<file path="src/rtl/adc_seq_pkg.sv">
package adc_seq_pkg;
  typedef enum logic [1:0] {
    MODE_ONCE  = 2'b00,
    MODE_SCAN  = 2'b01,
    MODE_LOOP  = 2'b10,
    MODE_PAUSE = 2'b11
  } seq_mode_e;

  typedef enum logic [1:0] {
    ST_IDLE = 2'b00,
    ST_REQ  = 2'b01,
    ST_WAIT = 2'b10,
    ST_HOLD = 2'b11
  } seq_state_e;
endpackage

</file>
<file path="src/rtl/adc_seq_trig.sv">
module adc_seq_trig #(
  parameter int SYNC_STAGES = 2
) (
  input  logic clk,
  input  logic rst_n,
  input  logic trig_en,
  input  logic ext_trig,
  output logic trig_evt
);
  localparam int TOP = SYNC_STAGES - 1;

  logic [SYNC_STAGES-1:0] sync_q, sync_d;
  logic                   prev_q, prev_d;

  always_comb begin
    sync_d = {sync_q[SYNC_STAGES-2:0], ext_trig};
    prev_d = sync_q[TOP];
  end

  always_ff @(posedge clk or negedge rst_n) begin
    if (!rst_n) begin
      sync_q <= '0;
      prev_q <= 1'b0;
    end else begin
      sync_q <= sync_d;
      prev_q <= prev_d;
    end
  end

  assign trig_evt = trig_en & sync_q[TOP] & ~prev_q;

  // an edge yields a single start pulse
  p_trig_single_r8: assert property (@(posedge clk) disable iff (!rst_n)
    trig_evt |=> !trig_evt);
endmodule

</file>
<file path="src/rtl/adc_seq_ctrl.sv">
module adc_seq_ctrl
  import adc_seq_pkg::*;
#(
  parameter int NCH = 8,
  localparam int CHW = $clog2(NCH)
) (
  input  logic           clk,
  input  logic           rst_n,
  input  logic [1:0]     cfg_mode,
  input  logic [CHW-1:0] cfg_ch_lo,
  input  logic [CHW-1:0] cfg_ch_hi,
  input  logic           start_evt,
  input  logic           sw_stop,
  input  logic           conv_done,
  output logic           conv_req,
  output logic [CHW-1:0] conv_ch,
  output logic           busy,
  output logic           store_en
);
  seq_state_e     state_q, state_d;
  logic [CHW-1:0] ch_q, ch_d, ch_nxt;
  logic           stop_q, stop_d;
  logic           last_conv;
  seq_mode_e      mode;

  assign mode = seq_mode_e'(cfg_mode);

  always_comb begin
    if (ch_q == cfg_ch_hi)                 ch_nxt = cfg_ch_lo;
    else if (ch_q == CHW'(NCH - 1))        ch_nxt = '0;
    else                                   ch_nxt = ch_q + 1'b1;
  end

  always_comb begin
    last_conv = (mode == MODE_ONCE) ||
                ((mode == MODE_SCAN) && (ch_q == cfg_ch_hi));
  end

  always_comb begin
    state_d = state_q;
    ch_d    = ch_q;
    stop_d  = stop_q;
    case (state_q)
      ST_IDLE: begin
        stop_d = 1'b0;
        if (start_evt) begin
          ch_d    = cfg_ch_lo;
          state_d = ST_REQ;
        end
      end
      ST_REQ: begin
        if (sw_stop) stop_d = 1'b1;
        state_d = ST_WAIT;
      end
      ST_WAIT: begin
        if (sw_stop) stop_d = 1'b1;
        if (conv_done) begin
          if (last_conv || stop_q || sw_stop) begin
            state_d = ST_IDLE;
          end else begin
            ch_d    = ch_nxt;
            state_d = (mode == MODE_PAUSE) ? ST_HOLD : ST_REQ;
          end
        end
      end
      ST_HOLD: begin
        if (sw_stop)        state_d = ST_IDLE;
        else if (start_evt) state_d = ST_REQ;
      end
      default: state_d = ST_IDLE;
    endcase
  end

  always_ff @(posedge clk or negedge rst_n) begin
    if (!rst_n) begin
      state_q <= ST_IDLE;
      ch_q    <= '0;
      stop_q  <= 1'b0;
    end else begin
      state_q <= state_d;
      ch_q    <= ch_d;
      stop_q  <= stop_d;
    end
  end

  assign conv_req = (state_q == ST_REQ);
  assign conv_ch  = ch_q;
  assign busy     = (state_q != ST_IDLE);
  assign store_en = (state_q == ST_WAIT) && conv_done;

  // no request appears from idle without a start event
  p_idle_quiet_r3: assert property (@(posedge clk) disable iff (!rst_n)
    (!busy && !start_evt) |=> !conv_req);

  // scan requests stay inside a non-wrapping range
  p_scan_range_r4: assert property (@(posedge clk) disable iff (!rst_n)
    (conv_req && mode == MODE_SCAN && cfg_ch_lo <= cfg_ch_hi)
      |-> (conv_ch >= cfg_ch_lo && conv_ch <= cfg_ch_hi));

  // a conversion in flight keeps its channel despite new starts
  p_ch_hold_r7: assert property (@(posedge clk) disable iff (!rst_n)
    (state_q == ST_WAIT && !conv_done) |=> $stable(conv_ch));

  // stop while holding leaves the sequence at once
  p_stop_hold_r10: assert property (@(posedge clk) disable iff (!rst_n)
    (state_q == ST_HOLD && sw_stop) |=> !busy);
endmodule

</file>
<file path="src/rtl/adc_seq_store.sv">
module adc_seq_store #(
  parameter int CODE_W   = 10,
  parameter int NARROW_W = 8,
  parameter int CHW      = 3
) (
  input  logic              clk,
  input  logic              rst_n,
  input  logic              store_en,
  input  logic [CODE_W-1:0] code,
  input  logic [CHW-1:0]    ch,
  input  logic              res10,
  input  logic              irq_clr,
  output logic [CODE_W-1:0] result,
  output logic [CHW-1:0]    result_ch,
  output logic              result_vld,
  output logic              irq
);
  localparam int PAD_W = CODE_W - NARROW_W;

  logic [CODE_W-1:0] res_q, res_d, narrow;
  logic [CHW-1:0]    rch_q, rch_d;
  logic              vld_q, irq_q, irq_d;

  generate
    if (PAD_W > 0) begin : g_pad
      assign narrow = {{PAD_W{1'b0}}, code[CODE_W-1 -: NARROW_W]};
    end else begin : g_nopad
      assign narrow = code;
    end
  endgenerate

  always_comb begin
    res_d = res_q;
    rch_d = rch_q;
    if (store_en) begin
      res_d = res10 ? code : narrow;
      rch_d = ch;
    end
    if (store_en)     irq_d = 1'b1;
    else if (irq_clr) irq_d = 1'b0;
    else              irq_d = irq_q;
  end

  always_ff @(posedge clk or negedge rst_n) begin
    if (!rst_n) begin
      res_q <= '0;
      rch_q <= '0;
      vld_q <= 1'b0;
      irq_q <= 1'b0;
    end else begin
      res_q <= res_d;
      rch_q <= rch_d;
      vld_q <= store_en;
      irq_q <= irq_d;
    end
  end

  assign result     = res_q;
  assign result_ch  = rch_q;
  assign result_vld = vld_q;
  assign irq        = irq_q;

  // flag persists until cleared
  p_irq_hold_r9: assert property (@(posedge clk) disable iff (!rst_n)
    (irq && !irq_clr) |=> irq);

  // flag only rises with a stored result
  p_irq_cause_r9: assert property (@(posedge clk) disable iff (!rst_n)
    $rose(irq) |-> result_vld);

  // new-result strobe lasts one cycle
  p_vld_pulse_r11: assert property (@(posedge clk) disable iff (!rst_n)
    result_vld |=> !result_vld);
endmodule

</file>
<file path="src/rtl/adc_seq.sv">
module adc_seq #(
  parameter int NCH      = 8,
  parameter int CODE_W   = 10,
  parameter int NARROW_W = 8,
  localparam int CHW     = $clog2(NCH)
) (
  input  logic              clk,
  input  logic              rst_n,
  input  logic [1:0]        cfg_mode,
  input  logic              cfg_res10,
  input  logic [CHW-1:0]    cfg_ch_lo,
  input  logic [CHW-1:0]    cfg_ch_hi,
  input  logic              sw_start,
  input  logic              sw_stop,
  input  logic              trig_en,
  input  logic              ext_trig,
  input  logic              irq_clr,
  output logic              conv_req,
  output logic [CHW-1:0]    conv_ch,
  input  logic              conv_done,
  input  logic [CODE_W-1:0] conv_code,
  output logic              busy,
  output logic [CODE_W-1:0] result,
  output logic [CHW-1:0]    result_ch,
  output logic              result_vld,
  output logic              irq
);
  logic trig_evt, start_evt, store_en;

  assign start_evt = sw_start | trig_evt;

  adc_seq_trig #(.SYNC_STAGES(2)) u_trig (
    .clk(clk), .rst_n(rst_n), .trig_en(trig_en),
    .ext_trig(ext_trig), .trig_evt(trig_evt)
  );

  adc_seq_ctrl #(.NCH(NCH)) u_ctrl (
    .clk(clk), .rst_n(rst_n), .cfg_mode(cfg_mode),
    .cfg_ch_lo(cfg_ch_lo), .cfg_ch_hi(cfg_ch_hi),
    .start_evt(start_evt), .sw_stop(sw_stop), .conv_done(conv_done),
    .conv_req(conv_req), .conv_ch(conv_ch), .busy(busy),
    .store_en(store_en)
  );

  adc_seq_store #(.CODE_W(CODE_W), .NARROW_W(NARROW_W), .CHW(CHW)) u_store (
    .clk(clk), .rst_n(rst_n), .store_en(store_en), .code(conv_code),
    .ch(conv_ch), .res10(cfg_res10), .irq_clr(irq_clr),
    .result(result), .result_ch(result_ch), .result_vld(result_vld),
    .irq(irq)
  );

  // narrow results never carry upper bits
  p_narrow_zero_r2: assert property (@(posedge clk) disable iff (!rst_n)
    (result_vld && !cfg_res10 && $stable(cfg_res10))
      |-> (result[CODE_W-1:NARROW_W] == '0));

  // a request is only issued inside an active sequence
  p_req_busy_r1: assert property (@(posedge clk) disable iff (!rst_n)
    conv_req |=> busy);
endmodule

</file>
<file path="config.mk">
export PLATFORM = sky130hd
export DESIGN_NAME = adc_seq
export DESIGN_NICKNAME = d
export VERILOG_FILES = /design/src/rtl/adc_seq_pkg.sv /design/src/rtl/adc_seq_trig.sv /design/src/rtl/adc_seq_ctrl.sv /design/src/rtl/adc_seq_store.sv /design/src/rtl/adc_seq.sv
export SDC_FILE = /design/constraint.sdc
export NUM_CORES = 1
export LEC_CHECK = 0
export ABC_AREA = 0
export CORE_UTILIZATION = 53
export CTS_BUF_LIST = sky130_fd_sc_hd__clkbuf_8
export CTS_CLUSTER_DIAMETER = 50
export DETAILED_ROUTE_END_ITERATION = 8
export DONT_BUFFER_PORTS = 1
export GPL_ROUTABILITY_DRIVEN = 0
export PLACE_DENSITY = 0.78
export SYNTH_ARGS = -nofsm -noshare
export SYNTH_HDL_FRONTEND = slang
export SYNTH_SLANG_ARGS = --single-unit
</file>
<file path="constraint.sdc">
create_clock -name clk -period 2.1 [get_ports clk]
set_input_delay 0.525 -clock clk [delete_from_list [all_inputs] [get_ports clk]]
set_output_delay 0.525 -clock clk [all_outputs]
set_load 0.1 [all_outputs]
</file>
# [Word-level counts from Yosys, hierarchy flattened]
# Cells that the tools add are included.
[totals] register_bits=24 input_bits=27 output_inout_bits=20 elab_cells=56
[classes] add_sub_neg=1 eq_ne=11 mux=17 n_bitwise=4 reduce_logical=14
[op_table] cell="$mux 3" n=5
[op_table] cell="$mux 10" n=1
[op_table] cell="$mux 2" n=5
[op_table] cell="$pmux 2 s4" n=1
[op_table] cell="$reduce_bool 2->1" n=4
[op_table] cell="$eq 2x2->1 const B" n=3
[op_table] cell="$ne 2x2->1 const B" n=3
[op_table] cell="$pmux 3 s2" n=1
[op_table] cell="$eq 2x1->1 const B" n=2
[op_table] cell="$logic_not 2->1" n=2
[op_table] cell="$reduce_and 4->1" n=1
[op_table] cell="$add 3x1->3 const B" n=1
[op_table] cell="$eq 3x3->1" n=1
[op_table] cell="$eq 3x3->1 const B" n=1
[op_table] cell="$logic_or 1x1->1" n=3
[op_table] cell="$mux 1" n=3
[op_table] cell="$and 1x1->1" n=2
[op_table] cell="$logic_and 1x1->1" n=2
[op_table] cell="$ne 2x1->1 const B" n=1
[op_table] cell="$pmux 1 s2" n=1
[op_table] cell="$reduce_and 2->1" n=1
[op_table] cell="$reduce_or 2->1" n=1
[op_table] cell="$not 1->1" n=1
[op_table] cell="$or 1x1->1" n=1

# [Longest topological paths before layout]
# Gate-level depths: netlist of run 1.
[depth] ltp_word=8 ltp_mapped=6 mapped_depth_nobuf=6

# [Cells and area by module]
# A second synthesis of run 1 with hierarchy kept.
[hier_totals] hier_cells=104 hier_area_um2=1228.7
[by_module_without_submodules] mod="adc_seq_store" instances=1 cells_per_inst=54 area_each_um2=639.4 seq_area_each_um2=375.4
[by_module_without_submodules] mod="adc_seq_ctrl" instances=1 cells_per_inst=45 area_each_um2=499.2 seq_area_each_um2=150.1
[by_module_without_submodules] mod="adc_seq_trig" instances=1 cells_per_inst=4 area_each_um2=83.8 seq_area_each_um2=75.1
[by_module_without_submodules] mod="adc_seq" instances=1 cells_per_inst=1 area_each_um2=6.3 seq_area_each_um2=0.0

# [Worst setup path after synthesis of run 1]
# OpenSTA, ideal clock, no wires.
[synth_path] path_type="register to register" startpoint="reg u_ctrl.state_q[0]" endpoint="reg u_ctrl.ch_q[0], in the netlist u_ctrl.conv_ch[0]" t_arrival_ns=2.151 slack_ns=-0.177 stages_incl_launch_ff=7 path_buffers=0 period_less_slack_ns=2.277 path_cell_list="dfrtp_1 inv_1 ha_1 inv_1 o31ai_1 o31ai_4 mux2_4"
[synth_via] elab_chain_cells=3 elab_cells_between_ends=8
[synth_rtl] item="start, declared" line="adc_seq_ctrl.sv:20" rtl="seq_state_e state_q, state_d;"
[synth_rtl] item="start signal, assigned" line="adc_seq_ctrl.sv:80" rtl="state_q <= state_d;"
[synth_rtl] item="$eq 2x2->1 or $logic_not 2->1 (tied branches)" line="adc_seq_ctrl.sv:43" rtl="case (state_q)"
[synth_rtl] item="$ne 2x2->1 (no line) or $reduce_bool 2->1 (tied branches)"
[synth_rtl] item="$reduce_and 4->1 (no line)"
[synth_rtl] item="end signal, assigned" line="adc_seq_ctrl.sv:81" rtl="ch_q <= ch_d;"
[synth_rtl] item="end, declared" line="adc_seq_ctrl.sv:21" rtl="logic [CHW-1:0] ch_q, ch_d, ch_nxt;"
# Parallel ways exist; a longest one is shown, timed or not.
# A chain may end at the register's enable or synchronous reset.

# [Final worst setup path of run 1]
[layout_path] startpoint="reg u_ctrl.state_q[0]" endpoint="reg u_ctrl.ch_q[2], in the netlist u_ctrl.conv_ch[2]"
# The elaborated chain is that of the path after synthesis.

==> metrics.txt, run 1 <==
# TYPE chip_impl_metric gauge
chip_impl_metric{name="syn_to_final_growth",unit="%"} 20.3
chip_impl_metric{name="cp.required",unit="ps"} 2250
chip_impl_metric{name="cts-root-to-sink-buffers",unit=""} 2
chip_impl_info{name="synth_area_leader_cell",value="sky130_fd_sc_hd__dfrtp_1"} 1
chip_impl_metric{name="postSynthCellCount",unit=""} 107
chip_impl_metric{name="setup_viol_count_final",unit=""} 0
chip_impl_metric{name="synth-seq-area-share",unit="%"} 49.2
chip_impl_metric{name="share_of_the_synthesized_area_in_the_top_cell_type",unit="%"} 49.2
chip_impl_metric{name="globalRoute.totalOverflow",unit=""} 0
chip_impl_metric{name="yosys_register_bits",unit=""} 24
chip_impl_metric{name="top_achievable_clock_speed",unit="MHz"} 499
chip_impl_metric{name="postSynth.asyncResetShare",unit="%"} 100
chip_impl_info{name="ys_top_cells_by_count",value="24 x sky130_fd_sc_hd__dfrtp_1, 15 x sky130_fd_sc_hd__nand2_1, 13 x sky130_fd_sc_hd__o21ai_1"} 1
chip_impl_metric{name="hpwl",unit="um"} 1800
chip_impl_metric{name="grt_max_degree",unit=""} 25
chip_impl_metric{name="share_of_post_route_cells_with_drive_strength_above_1",unit="%"} 29.9
chip_impl_metric{name="hold_viol_final",unit=""} 0
chip_impl_metric{name="synth_enable_flop_cells",unit=""} 0
chip_impl_metric{name="fin_worst_skew",unit="ps"} 2.34
chip_impl_metric{name="start_util",unit="%"} 55.7
chip_impl_metric{name="crit_path_max_fanout",unit=""} 5
chip_impl_metric{name="first_global_vias",unit=""} 820
chip_impl_metric{name="floorplan.die_area",unit="sq um"} 2500
chip_impl_metric{name="clock_sink_count",unit=""} 24
chip_impl_metric{name="synthesis.nets",unit=""} 140
chip_impl_info{name="timing.rr.end",value="u_ctrl.conv_ch[2]$_DFFE_PN0P_"} 1
chip_impl_metric{name="cts.reportedPaths.clkPinSlew",unit="ps"} 80
chip_impl_info{name="end_kind",value="register"} 1
chip_impl_metric{name="die_h",unit="um"} 50
chip_impl_metric{name="final_net_count",unit=""} 161
chip_impl_info{name="ys_top_cells_by_area",value="sky130_fd_sc_hd__dfrtp_1 49%, sky130_fd_sc_hd__mux2i_1 6.6%, sky130_fd_sc_hd__ha_1 6.1%"} 1
chip_impl_metric{name="timing.slew.headroom",unit="%"} 32.1
chip_impl_metric{name="wl",unit="um"} 2230
chip_impl_info{name="crit-reg2reg-launch",value="u_ctrl.state_q[0]$_DFFE_PN0N_"} 1
chip_impl_metric{name="synth.lib_cells_used.distinct",unit=""} 29
chip_impl_metric{name="route.detailed.wl_per_inst",unit="um"} 14.4
chip_impl_metric{name="grt_pass1_wl",unit="um"} 3590
chip_impl_info{name="most_instantiated_library_cell_after_synthesis",value="sky130_fd_sc_hd__dfrtp_1"} 1
chip_impl_metric{name="ant_nets",unit=""} 0
chip_impl_metric{name="min_period_over_period",unit="%"} 95.4
chip_impl_metric{name="actual_slew_at_the_worst_max_slew_pin",unit="ps"} 1010
chip_impl_metric{name="maxCapViolations",unit=""} 0
chip_impl_metric{name="setup.reg_to_reg.worst_slack",unit="ps"} 100
chip_impl_metric{name="final.setup.tns",unit="ps"} 0
chip_impl_metric{name="slew_viol_final",unit=""} 0
chip_impl_metric{name="syn_area",unit="sq um"} 1220
chip_impl_metric{name="cts_max_level",unit=""} 1
chip_impl_info{name="dominant_register_cell_in_the_synthesized_netlist",value="sky130_fd_sc_hd__dfrtp_1"} 1
chip_impl_metric{name="count_of_standard_cell_rows",unit=""} 17
chip_impl_metric{name="worst_skew_pair.late_latency",unit="ps"} 260
chip_impl_metric{name="drt-pass1-iter-count",unit=""} 4
chip_impl_metric{name="groute.usage.overall",unit="%"} 19.8
chip_impl_info{name="hp-class",value="primary input to register"} 1
chip_impl_metric{name="finalWorstPathRequiredPeriod",unit="ps"} 2000
chip_impl_metric{name="vias_per_cell",unit=""} 5.28
chip_impl_info{name="timing.critical_path.from",value="u_ctrl.state_q[0]$_DFFE_PN0N_"} 1
chip_impl_metric{name="post-route-drc-count",unit=""} 0
chip_impl_metric{name="antenna_found_initial",unit=""} 0
chip_impl_metric{name="cts-buffers-inserted",unit=""} 3
chip_impl_info{name="outcome",value="completed"} 1
chip_impl_metric{name="core_area",unit="sq um"} 2190
chip_impl_info{name="cts-root-buf",value="sky130_fd_sc_hd__clkbuf_8"} 1
chip_impl_metric{name="n_antenna_cell",unit=""} 0
chip_impl_metric{name="rr_worst_depth",unit=""} 6
chip_impl_info{name="endpoint",value="u_ctrl.conv_ch[2]$_DFFE_PN0P_"} 1
chip_impl_info{name="worst-setup-path-type",value="register to register"} 1
chip_impl_metric{name="crit_arrival",unit="ps"} 2150
chip_impl_metric{name="num_vias",unit=""} 819
chip_impl_metric{name="ioPinCount",unit=""} 47
chip_impl_info{name="timing.critical_path.from_type",value="register"} 1
chip_impl_metric{name="buffer_ports.inserted",unit=""} 0
chip_impl_metric{name="yosysWarningCount",unit=""} 0
chip_impl_metric{name="num-fill-cells",unit=""} 172
chip_impl_metric{name="postSynthAreaPerCell",unit="sq um"} 11.4
chip_impl_metric{name="cts_post_setup_buffers_inserted",unit=""} 0
chip_impl_info{name="unrepaired_setup_endpoints_after_global_routing",value="false"} 1
chip_impl_info{name="tritoncts",value="built"} 1
chip_impl_metric{name="die_w",unit="um"} 50
chip_impl_metric{name="drtIter0Drc",unit=""} 6
==> how the worst min path moves through the flow <==
stage	start	endpoint	slack, ps	cells after the start
after floorplan	rst_n	u_ctrl.conv_ch[0]$_DFFE_PN0P_	230	0
after global placement	rst_n	u_store.result_ch[0]$_DFFE_PN0P_	230	0
after detailed placement	rst_n	u_store.result_ch[0]$_DFFE_PN0P_	230	0
after CTS	ext_trig	u_trig.sync_q[0]$_DFF_PN0_	290	0
after global routing	ext_trig	u_trig.sync_q[0]$_DFF_PN0_	280	0
final	ext_trig	u_trig.sync_q[0]$_DFF_PN0_	290	0
==> cell usage in the layout, fill, tap and decap left out, types with 3 or more instances in the layout <==
cell	n
sky130_fd_sc_hd__nand2_1	15
sky130_fd_sc_hd__dfrtp_1	21
sky130_fd_sc_hd__mux2_1	4
sky130_fd_sc_hd__mux2_4	3
sky130_fd_sc_hd__clkbuf_8	3
sky130_fd_sc_hd__buf_4	18
sky130_fd_sc_hd__inv_1	6
sky130_fd_sc_hd__mux2i_1	8
sky130_fd_sc_hd__ha_1	5
sky130_fd_sc_hd__dfrtp_2	3
sky130_fd_sc_hd__o21ai_1	13
==> state kept, by name, summed over array words and instances (netlist names) <==
register	cells
u_trig.prev_q	1
u_store.result_vld	1
u_store.result	10
u_ctrl.conv_ch	3
u_ctrl.state_q	2
u_ctrl.stop_q	1
u_store.irq	1
u_store.result_ch	3
u_trig.sync_q	2
==> repair_timing <==
action | 4_1_cts | 5_1_grt
resized for setup | 0 | 0
hold endpoints to repair | 24 | 0
hold buffers | 1 | 0
==> through the flow <==
step                std cells  hold slack, ps  area, sq um  setup slack, ps  util (%)
detailed placement        150             230         1410              117      64.5
CTS                       155             289         1470              100      67.0
floorplan                 107             229         1250             5.68         -
global placement          150             230         1410              241      64.5
finish                    155             291         1470             97.0      67.0
global route              155             277         1470             10.2      67.0
==> cell type report <==
type	count	area (sq um)	area share [%]
inverter	6	26.3	1.79
clock inverter	1	3.75	0.256
timing repair buffer	19	145	9.88
tap	28	35.0	2.39
multi-input combinational	74	613	41.7
sequential	24	604	41.1
clock buffer	3	41.3	2.81
==> metal layers <==
metal | vias up | track usage, % | routed length [um]
met5 | - | 0 | 0
met4 | 0 | 7.62 | 8
met3 | 2 | 5.56 | 102
met2 | 21 | 34.7 | 1230
met1 | 386 | 22.4 | 895
li1 | 410 | - | -
==> logic make-up (layout without fill, tap and decap cells) <==
| kind of cell | Yosys count | in the layout | synth area share, % |
|---|---|---|---|
| AND/OR/NAND/NOR | 24 | 24 | 10.1 |
| XOR/XNOR | 3 | 3 | 2.77 |
| AO/OA/AOI/OAI | 24 | 24 | 13.2 |
| buffers and inverters | 9 | 29 | 2.77 |
| multiplexers | 17 | 17 | 15.8 |
| adder cells (fa/ha/maj) | 6 | 6 | 6.15 |
| flip-flops | 24 | 24 | 49.2 |
==> worst max-delay path, cell delays in order (launching register included) <==
cell	delay, ps
sky130_fd_sc_hd__dfrtp_1	420
sky130_fd_sc_hd__inv_1	150
sky130_fd_sc_hd__ha_1	260
sky130_fd_sc_hd__nor3b_2	230
sky130_fd_sc_hd__o21ai_1	160
sky130_fd_sc_hd__o31ai_4	340
sky130_fd_sc_hd__mux2_4	330
Power of run 1 is not shown: default switching activity piles up to over one toggle a cycle in this logic, so the estimate is an artifact.
==> run 2: changes to the inputs <==
--- a/config.mk
+++ b/config.mk
@@ -12,7 +12,7 @@
 export DETAILED_ROUTE_END_ITERATION = 8
 export DONT_BUFFER_PORTS = 1
 export GPL_ROUTABILITY_DRIVEN = 0
-export PLACE_DENSITY = 0.78
+export PLACE_DENSITY = 0.81
 export SYNTH_ARGS = -nofsm -noshare
 export SYNTH_HDL_FRONTEND = slang
 export SYNTH_SLANG_ARGS = --single-unit
==> constraint.sdc (replaced) <==
create_clock -name clk -period 1.8 [get_ports clk]
set_input_delay 0.45 -clock clk [delete_from_list [all_inputs] [get_ports clk]]
set_output_delay 0.45 -clock clk [all_outputs]
set_load 0.1 [all_outputs]
==> metrics.txt, run 2 (synthesized netlist as in run 1, its figures left out) <==
# TYPE chip_impl_metric gauge
chip_impl_metric{name="globalRoute.totalOverflow",unit=""} 0
chip_impl_metric{name="maxCapViolations",unit=""} 0
chip_impl_metric{name="min_period_over_period",unit="%"} 99.7
chip_impl_info{name="tritoncts",value="built"} 1
chip_impl_metric{name="post-route-drc-count",unit=""} 0
chip_impl_metric{name="preCtsSetupSlack",unit="ps"} -18.9
chip_impl_metric{name="num_vias",unit=""} 867
chip_impl_metric{name="grt_pass1_wl",unit="um"} 3950
chip_impl_metric{name="place_inst",unit=""} 152
chip_impl_metric{name="hold_viol_final",unit=""} 0
chip_impl_metric{name="layout.cell_area.non_filler",unit="sq um"} 1560
chip_impl_metric{name="slew_viol_final",unit=""} 0
chip_impl_metric{name="final.setup.tns",unit="ps"} 0
chip_impl_info{name="outcome",value="completed"} 1
chip_impl_info{name="layout.cells.most_common_list",value="22 x sky130_fd_sc_hd__buf_4, 21 x sky130_fd_sc_hd__dfrtp_1, 15 x sky130_fd_sc_hd__nand2_1"} 1
chip_impl_metric{name="cp.required",unit="ps"} 1350
chip_impl_info{name="unrepaired_setup_endpoints_after_global_routing",value="true"} 1
chip_impl_info{name="hold_path_end",value="u_trig.sync_q[0]$_DFF_PN0_"} 1
chip_impl_info{name="timing.critical_path.from",value="u_ctrl.state_q[1]$_DFFE_PN0N_"} 1
chip_impl_info{name="timing.rr.end",value="u_ctrl.conv_ch[2]$_DFFE_PN0P_"} 1
chip_impl_metric{name="start_util",unit="%"} 55.7
chip_impl_info{name="hold_path_startpoint",value="ext_trig"} 1
chip_impl_info{name="crit-reg2reg-launch",value="u_ctrl.state_q[0]$_DFFE_PN0N_"} 1
chip_impl_metric{name="n_antenna_cell",unit=""} 0
chip_impl_metric{name="instances_no_fill",unit=""} 161
chip_impl_metric{name="syn_to_final_growth",unit="%"} 27.9
chip_impl_info{name="timing.critical_path.from_type",value="register"} 1
chip_impl_metric{name="fin_ws",unit="ps"} 6.13
chip_impl_metric{name="clock_sink_count",unit=""} 24
chip_impl_metric{name="die_w",unit="um"} 50
chip_impl_metric{name="cts.reportedPaths.clkPinSlew",unit="ps"} 70
chip_impl_metric{name="share_of_post_route_cells_with_drive_strength_above_1",unit="%"} 36.1
chip_impl_metric{name="top_achievable_clock_speed",unit="MHz"} 557
chip_impl_info{name="hp-class",value="primary input to register"} 1
chip_impl_metric{name="fin_worst_skew",unit="ps"} 2.74
chip_impl_metric{name="finalWorstPathRequiredPeriod",unit="ps"} 1790
chip_impl_metric{name="first_global_vias",unit=""} 858
chip_impl_info{name="cts-root-buf",value="sky130_fd_sc_hd__clkbuf_8"} 1
chip_impl_metric{name="die_h",unit="um"} 50
chip_impl_metric{name="worst_skew_pair.late_latency",unit="ps"} 260
chip_impl_metric{name="hold-path-cell-count",unit=""} 0
chip_impl_metric{name="grt_max_degree",unit=""} 25
chip_impl_metric{name="largest_register_ffs",unit=""} 10
chip_impl_metric{name="wl",unit="um"} 2440
chip_impl_metric{name="drt-pass1-iter-count",unit=""} 5
chip_impl_metric{name="crit_path_max_fanout",unit=""} 5
chip_impl_metric{name="actual_slew_at_the_worst_max_slew_pin",unit="ps"} 1030
chip_impl_metric{name="core_area",unit="sq um"} 2190
chip_impl_metric{name="antenna_found_initial",unit=""} 0
chip_impl_metric{name="drtIter0Drc",unit=""} 10
chip_impl_metric{name="count_of_standard_cell_rows",unit=""} 17
chip_impl_metric{name="setup.reg_to_reg.worst_slack",unit="ps"} 60
chip_impl_metric{name="timing.slew.headroom",unit="%"} 31.2
chip_impl_metric{name="cts_max_level",unit=""} 1
chip_impl_info{name="worst-setup-path-type",value="register to output pin"} 1
chip_impl_metric{name="rr_worst_depth",unit=""} 6
chip_impl_metric{name="groute.usage.overall",unit="%"} 21.2
chip_impl_info{name="end_kind",value="output pin"} 1
chip_impl_metric{name="placed_cell_area",unit="sq um"} 1430
chip_impl_metric{name="final_net_count",unit=""} 167
chip_impl_metric{name="buffer_ports.inserted",unit=""} 0
chip_impl_metric{name="floorplan.die_area",unit="sq um"} 2500
chip_impl_metric{name="crit_arrival",unit="ps"} 1340
chip_impl_metric{name="cts-root-to-sink-buffers",unit=""} 2
chip_impl_metric{name="vias_per_cell",unit=""} 5.39
chip_impl_metric{name="ant_nets",unit=""} 0
chip_impl_metric{name="cts-buffers-inserted",unit=""} 3
chip_impl_metric{name="ioPinCount",unit=""} 47
chip_impl_metric{name="setup_viol_count_final",unit=""} 0
chip_impl_metric{name="route.detailed.wl_per_inst",unit="um"} 15.1
chip_impl_info{name="layout_commonest_cell",value="sky130_fd_sc_hd__buf_4"} 1
chip_impl_metric{name="hpwl",unit="um"} 1830
[run 2: worst max path at each step]
stage	to	slack, ps	cells past startpoint
2_1_floorplan	u_ctrl.conv_ch[0]$_DFFE_PN0P_	-240	6
3_3_place_gp	u_ctrl.conv_ch[1]$_DFFE_PN0P_	110	4
3_5_place_dp	u_ctrl.conv_ch[2]$_DFFE_PN0P_	-20	6
4_1_cts	u_ctrl.conv_ch[2]$_DFFE_PN0P_	2	6
5_1_grt	busy	-30	4
6_report	busy	6	4
[run 2: stage by stage]
stage               hold WS (ps)  utilization [%]
detailed placement           155             65.2
floorplan                    154                -
global placement             155             65.2
finish                       214             71.3
CTS                          205             67.9
global route                 199             71.3
[run 2: final cells by class]
| cell class | count | area (sq um) |
|---|---|---|
| fillers | 162 | 629 |
| clock buffers | 3 | 41.3 |
| clock inverters | 1 | 3.75 |
| well taps | 28 | 35.0 |
| inverters | 6 | 26.3 |
| repair buffers | 25 | 206 |
| multi-input cells | 74 | 644 |
| flip-flops and latches | 24 | 604 |
[run 2: worst max-delay path, stage by stage, from the launching register on]
cell and delay (ps):
sky130_fd_sc_hd__dfrtp_1 440, sky130_fd_sc_hd__inv_2 120, sky130_fd_sc_hd__ha_4 170, sky130_fd_sc_hd__clkinvlp_4 150
sky130_fd_sc_hd__buf_12 200
[run 2: per-layer routing]
layer / track usage [%] / part of all wire, %
met4: 5.71 / 0.86
met5: 0 / 0
met1: 25.8 / 40
met3: 6.79 / 5.2
met2: 35.6 / 54
[run 2: what timing repair did]
| action | in CTS | in global routing |
|---|---|---|
| hold buffers | 1 | 0 |
| resized for setup | 1 | 8 |
| endpoints found under the setup margin | 4 | 4 |
| buffers inserted | 0 | 4 |
| endpoints found under the hold margin | 24 | 0 |
| pin swaps | 1 | 4 |
Power of run 2 is left out for the same reason.
==> run 3: changes to the inputs <==
--- a/config.mk
+++ b/config.mk
@@ -6,9 +6,9 @@
 export NUM_CORES = 1
 export LEC_CHECK = 0
 export ABC_AREA = 0
+export CORE_MARGIN = 4
 export CORE_UTILIZATION = 53
 export CTS_BUF_LIST = sky130_fd_sc_hd__clkbuf_8
-export CTS_CLUSTER_DIAMETER = 50
 export DETAILED_ROUTE_END_ITERATION = 8
 export DONT_BUFFER_PORTS = 1
 export GPL_ROUTABILITY_DRIVEN = 0
==> metrics.txt, run 3 (synthesized netlist as in run 1, its figures left out) <==
# TYPE chip_impl_metric gauge
chip_impl_info{name="outcome",value="completed"} 1
chip_impl_info{name="tritoncts",value="built"} 1
chip_impl_metric{name="clock_sink_count",unit=""} 24
chip_impl_metric{name="groute.usage.overall",unit="%"} 16.2
chip_impl_info{name="hold_path_startpoint",value="ext_trig"} 1
chip_impl_info{name="layout_commonest_cell",value="sky130_fd_sc_hd__buf_4"} 1
chip_impl_info{name="hold_path_end",value="u_trig.sync_q[0]$_DFF_PN0_"} 1
chip_impl_metric{name="top_achievable_clock_speed",unit="MHz"} 570
chip_impl_metric{name="post-route-drc-count",unit=""} 0
chip_impl_metric{name="fin_worst_skew",unit="ps"} 3.07
chip_impl_metric{name="cts.reportedPaths.clkPinSlew",unit="ps"} 80
chip_impl_metric{name="cp.required",unit="ps"} 1350
chip_impl_metric{name="min_period_over_period",unit="%"} 97.5
chip_impl_metric{name="die_w",unit="um"} 56
chip_impl_metric{name="timing.critical_path.depth",unit=""} 4
chip_impl_metric{name="multiInputGateArea",unit="sq um"} 636
chip_impl_info{name="cts-root-buf",value="sky130_fd_sc_hd__clkbuf_8"} 1
chip_impl_metric{name="buffer_ports.inserted",unit=""} 0
chip_impl_info{name="hp-class",value="primary input to register"} 1
chip_impl_metric{name="globalRoute.totalOverflow",unit=""} 0
chip_impl_metric{name="syn_to_final_growth",unit="%"} 26.6
chip_impl_metric{name="route.detailed.wl_per_inst",unit="um"} 15.8
chip_impl_metric{name="cts-root-to-sink-buffers",unit=""} 2
chip_impl_metric{name="die_h",unit="um"} 56
chip_impl_metric{name="cts-buffers-inserted",unit=""} 3
chip_impl_metric{name="ant_nets",unit=""} 0
chip_impl_metric{name="cp_num_buf_inv",unit=""} 3
chip_impl_metric{name="vias_per_cell",unit=""} 5.33
chip_impl_metric{name="setup.reg_to_reg.worst_slack",unit="ps"} 60
chip_impl_metric{name="drt-pass1-iter-count",unit=""} 4
chip_impl_metric{name="core_area",unit="sq um"} 2210
chip_impl_metric{name="crit_path_max_fanout",unit=""} 6
chip_impl_metric{name="crit_arrival",unit="ps"} 1300
chip_impl_metric{name="largest_register_ffs",unit=""} 10
chip_impl_metric{name="floorplan.die_area",unit="sq um"} 3140
chip_impl_metric{name="count_of_standard_cell_rows",unit=""} 17
chip_impl_metric{name="grt_pass1_wl",unit="um"} 4020
chip_impl_metric{name="instances_no_fill",unit=""} 160
chip_impl_metric{name="wl",unit="um"} 2540
chip_impl_metric{name="worst_skew_pair.late_latency",unit="ps"} 260
chip_impl_info{name="worst-setup-path-type",value="register to output pin"} 1
chip_impl_info{name="cpLargestDelayFamily",value="buffers and inverters"} 1
chip_impl_metric{name="layout.cell_area.non_filler",unit="sq um"} 1550
chip_impl_metric{name="actual_slew_at_the_worst_max_slew_pin",unit="ps"} 1090
chip_impl_info{name="cp_cell_sequence",value="inv_2 > ha_4 > clkinvlp_4 > buf_8"} 1
chip_impl_metric{name="finalWorstPathRequiredPeriod",unit="ps"} 1750
chip_impl_metric{name="place_inst",unit=""} 153
chip_impl_metric{name="drtIter0Drc",unit=""} 33
chip_impl_metric{name="hold-path-cell-count",unit=""} 0
chip_impl_metric{name="n_antenna_cell",unit=""} 0
chip_impl_info{name="layout.cells.most_common_list",value="22 x sky130_fd_sc_hd__buf_4, 21 x sky130_fd_sc_hd__dfrtp_1, 15 x sky130_fd_sc_hd__nand2_1"} 1
chip_impl_metric{name="start_util",unit="%"} 55.2
chip_impl_metric{name="share_of_post_route_cells_with_drive_strength_above_1",unit="%"} 36.4
chip_impl_info{name="timing.critical_path.from_type",value="register"} 1
chip_impl_metric{name="antenna_found_initial",unit=""} 0
chip_impl_info{name="timing.rr.end",value="u_ctrl.conv_ch[2]$_DFFE_PN0P_"} 1
chip_impl_metric{name="ioPinCount",unit=""} 47
chip_impl_metric{name="timing.slew.headroom",unit="%"} 27.4
chip_impl_metric{name="grt_max_degree",unit=""} 25
chip_impl_metric{name="setup_viol_count_final",unit=""} 0
chip_impl_metric{name="hpwl",unit="um"} 1980
chip_impl_metric{name="first_global_vias",unit=""} 861
chip_impl_metric{name="hold_viol_final",unit=""} 0
chip_impl_metric{name="num_vias",unit=""} 853
chip_impl_metric{name="maxCapViolations",unit=""} 0
chip_impl_info{name="crit-reg2reg-launch",value="u_ctrl.conv_ch[0]$_DFFE_PN0P_"} 1
chip_impl_metric{name="num-fill-cells",unit=""} 165
chip_impl_metric{name="placed_cell_area",unit="sq um"} 1440
chip_impl_metric{name="final_net_count",unit=""} 166
chip_impl_metric{name="rr_worst_depth",unit=""} 4
chip_impl_metric{name="timing.critical_path.slowest_cell_delay",unit="ps"} 390
chip_impl_metric{name="cts_max_level",unit=""} 1
chip_impl_metric{name="slew_viol_final",unit=""} 0
chip_impl_info{name="worst_path_max_delay_cell",value="sky130_fd_sc_hd__dfrtp_1"} 1
chip_impl_info{name="end_kind",value="output pin"} 1
chip_impl_metric{name="layout.area.seq",unit="sq um"} 604
==> run 3: through the flow <==
stage / setup WS (ps) / utilization, % / hold slack, ps / TNS, ps
after floorplan: -240 / - / 154 / -719
after global routing: -15.5 / 69.9 / 192 / -15.5
after global placement: 93.8 / 64.9 / 155 / 0
after detailed placement: 23.3 / 64.9 / 155 / 0
final: 45.4 / 69.9 / 212 / 0
after CTS: 11.9 / 67.9 / 205 / 0
==> run 3: worst max-delay path by stage <==
stage                                        startpoint                            end  slack [ps]
final                     u_ctrl.state_q[0]$_DFFE_PN0N_                           busy          50
after global routing      u_ctrl.state_q[0]$_DFFE_PN0N_                           busy         -20
after floorplan           u_ctrl.state_q[0]$_DFFE_PN0N_  u_ctrl.conv_ch[0]$_DFFE_PN0P_        -240
after detailed placement  u_ctrl.state_q[0]$_DFFE_PN0N_  u_ctrl.conv_ch[2]$_DFFE_PN0P_          20
after CTS                 u_ctrl.state_q[0]$_DFFE_PN0N_  u_ctrl.conv_ch[2]$_DFFE_PN0P_          10
after global placement                     cfg_ch_hi[1]  u_ctrl.conv_ch[0]$_DFFE_PN0P_          90
==> run 3: area by class of cell <==
| cell class | instances | share of cell area [%] |
|---|---|---|
| flip-flops and latches | 24 | 39.1 |
| clock buffers | 4 | 3.56 |
| inverters | 6 | 1.70 |
| well taps | 28 | 2.27 |
| multi-input cells | 74 | 41.1 |
| repair buffers | 24 | 12.3 |
==> run 3: routing by layer <==
metal	share of wire, %	GRT usage, %	up-vias
met1	40	18.8	402
met2	52	28.0	25
li1	-	-	422
met4	1.1	5.08	0
met5	0	0	-
met3	6.7	5.34	4
==> run 3: repair_timing <==
| item | CTS | global route |
|---|---|---|
| endpoints found under the setup margin | 0 | 4 |
| hold buffers | 1 | 0 |
| hold endpoints to repair | 24 | 0 |
| resized for setup | 0 | 7 |
| setup buffers | 0 | 2 |
Power of run 3 is left out for the same reason.
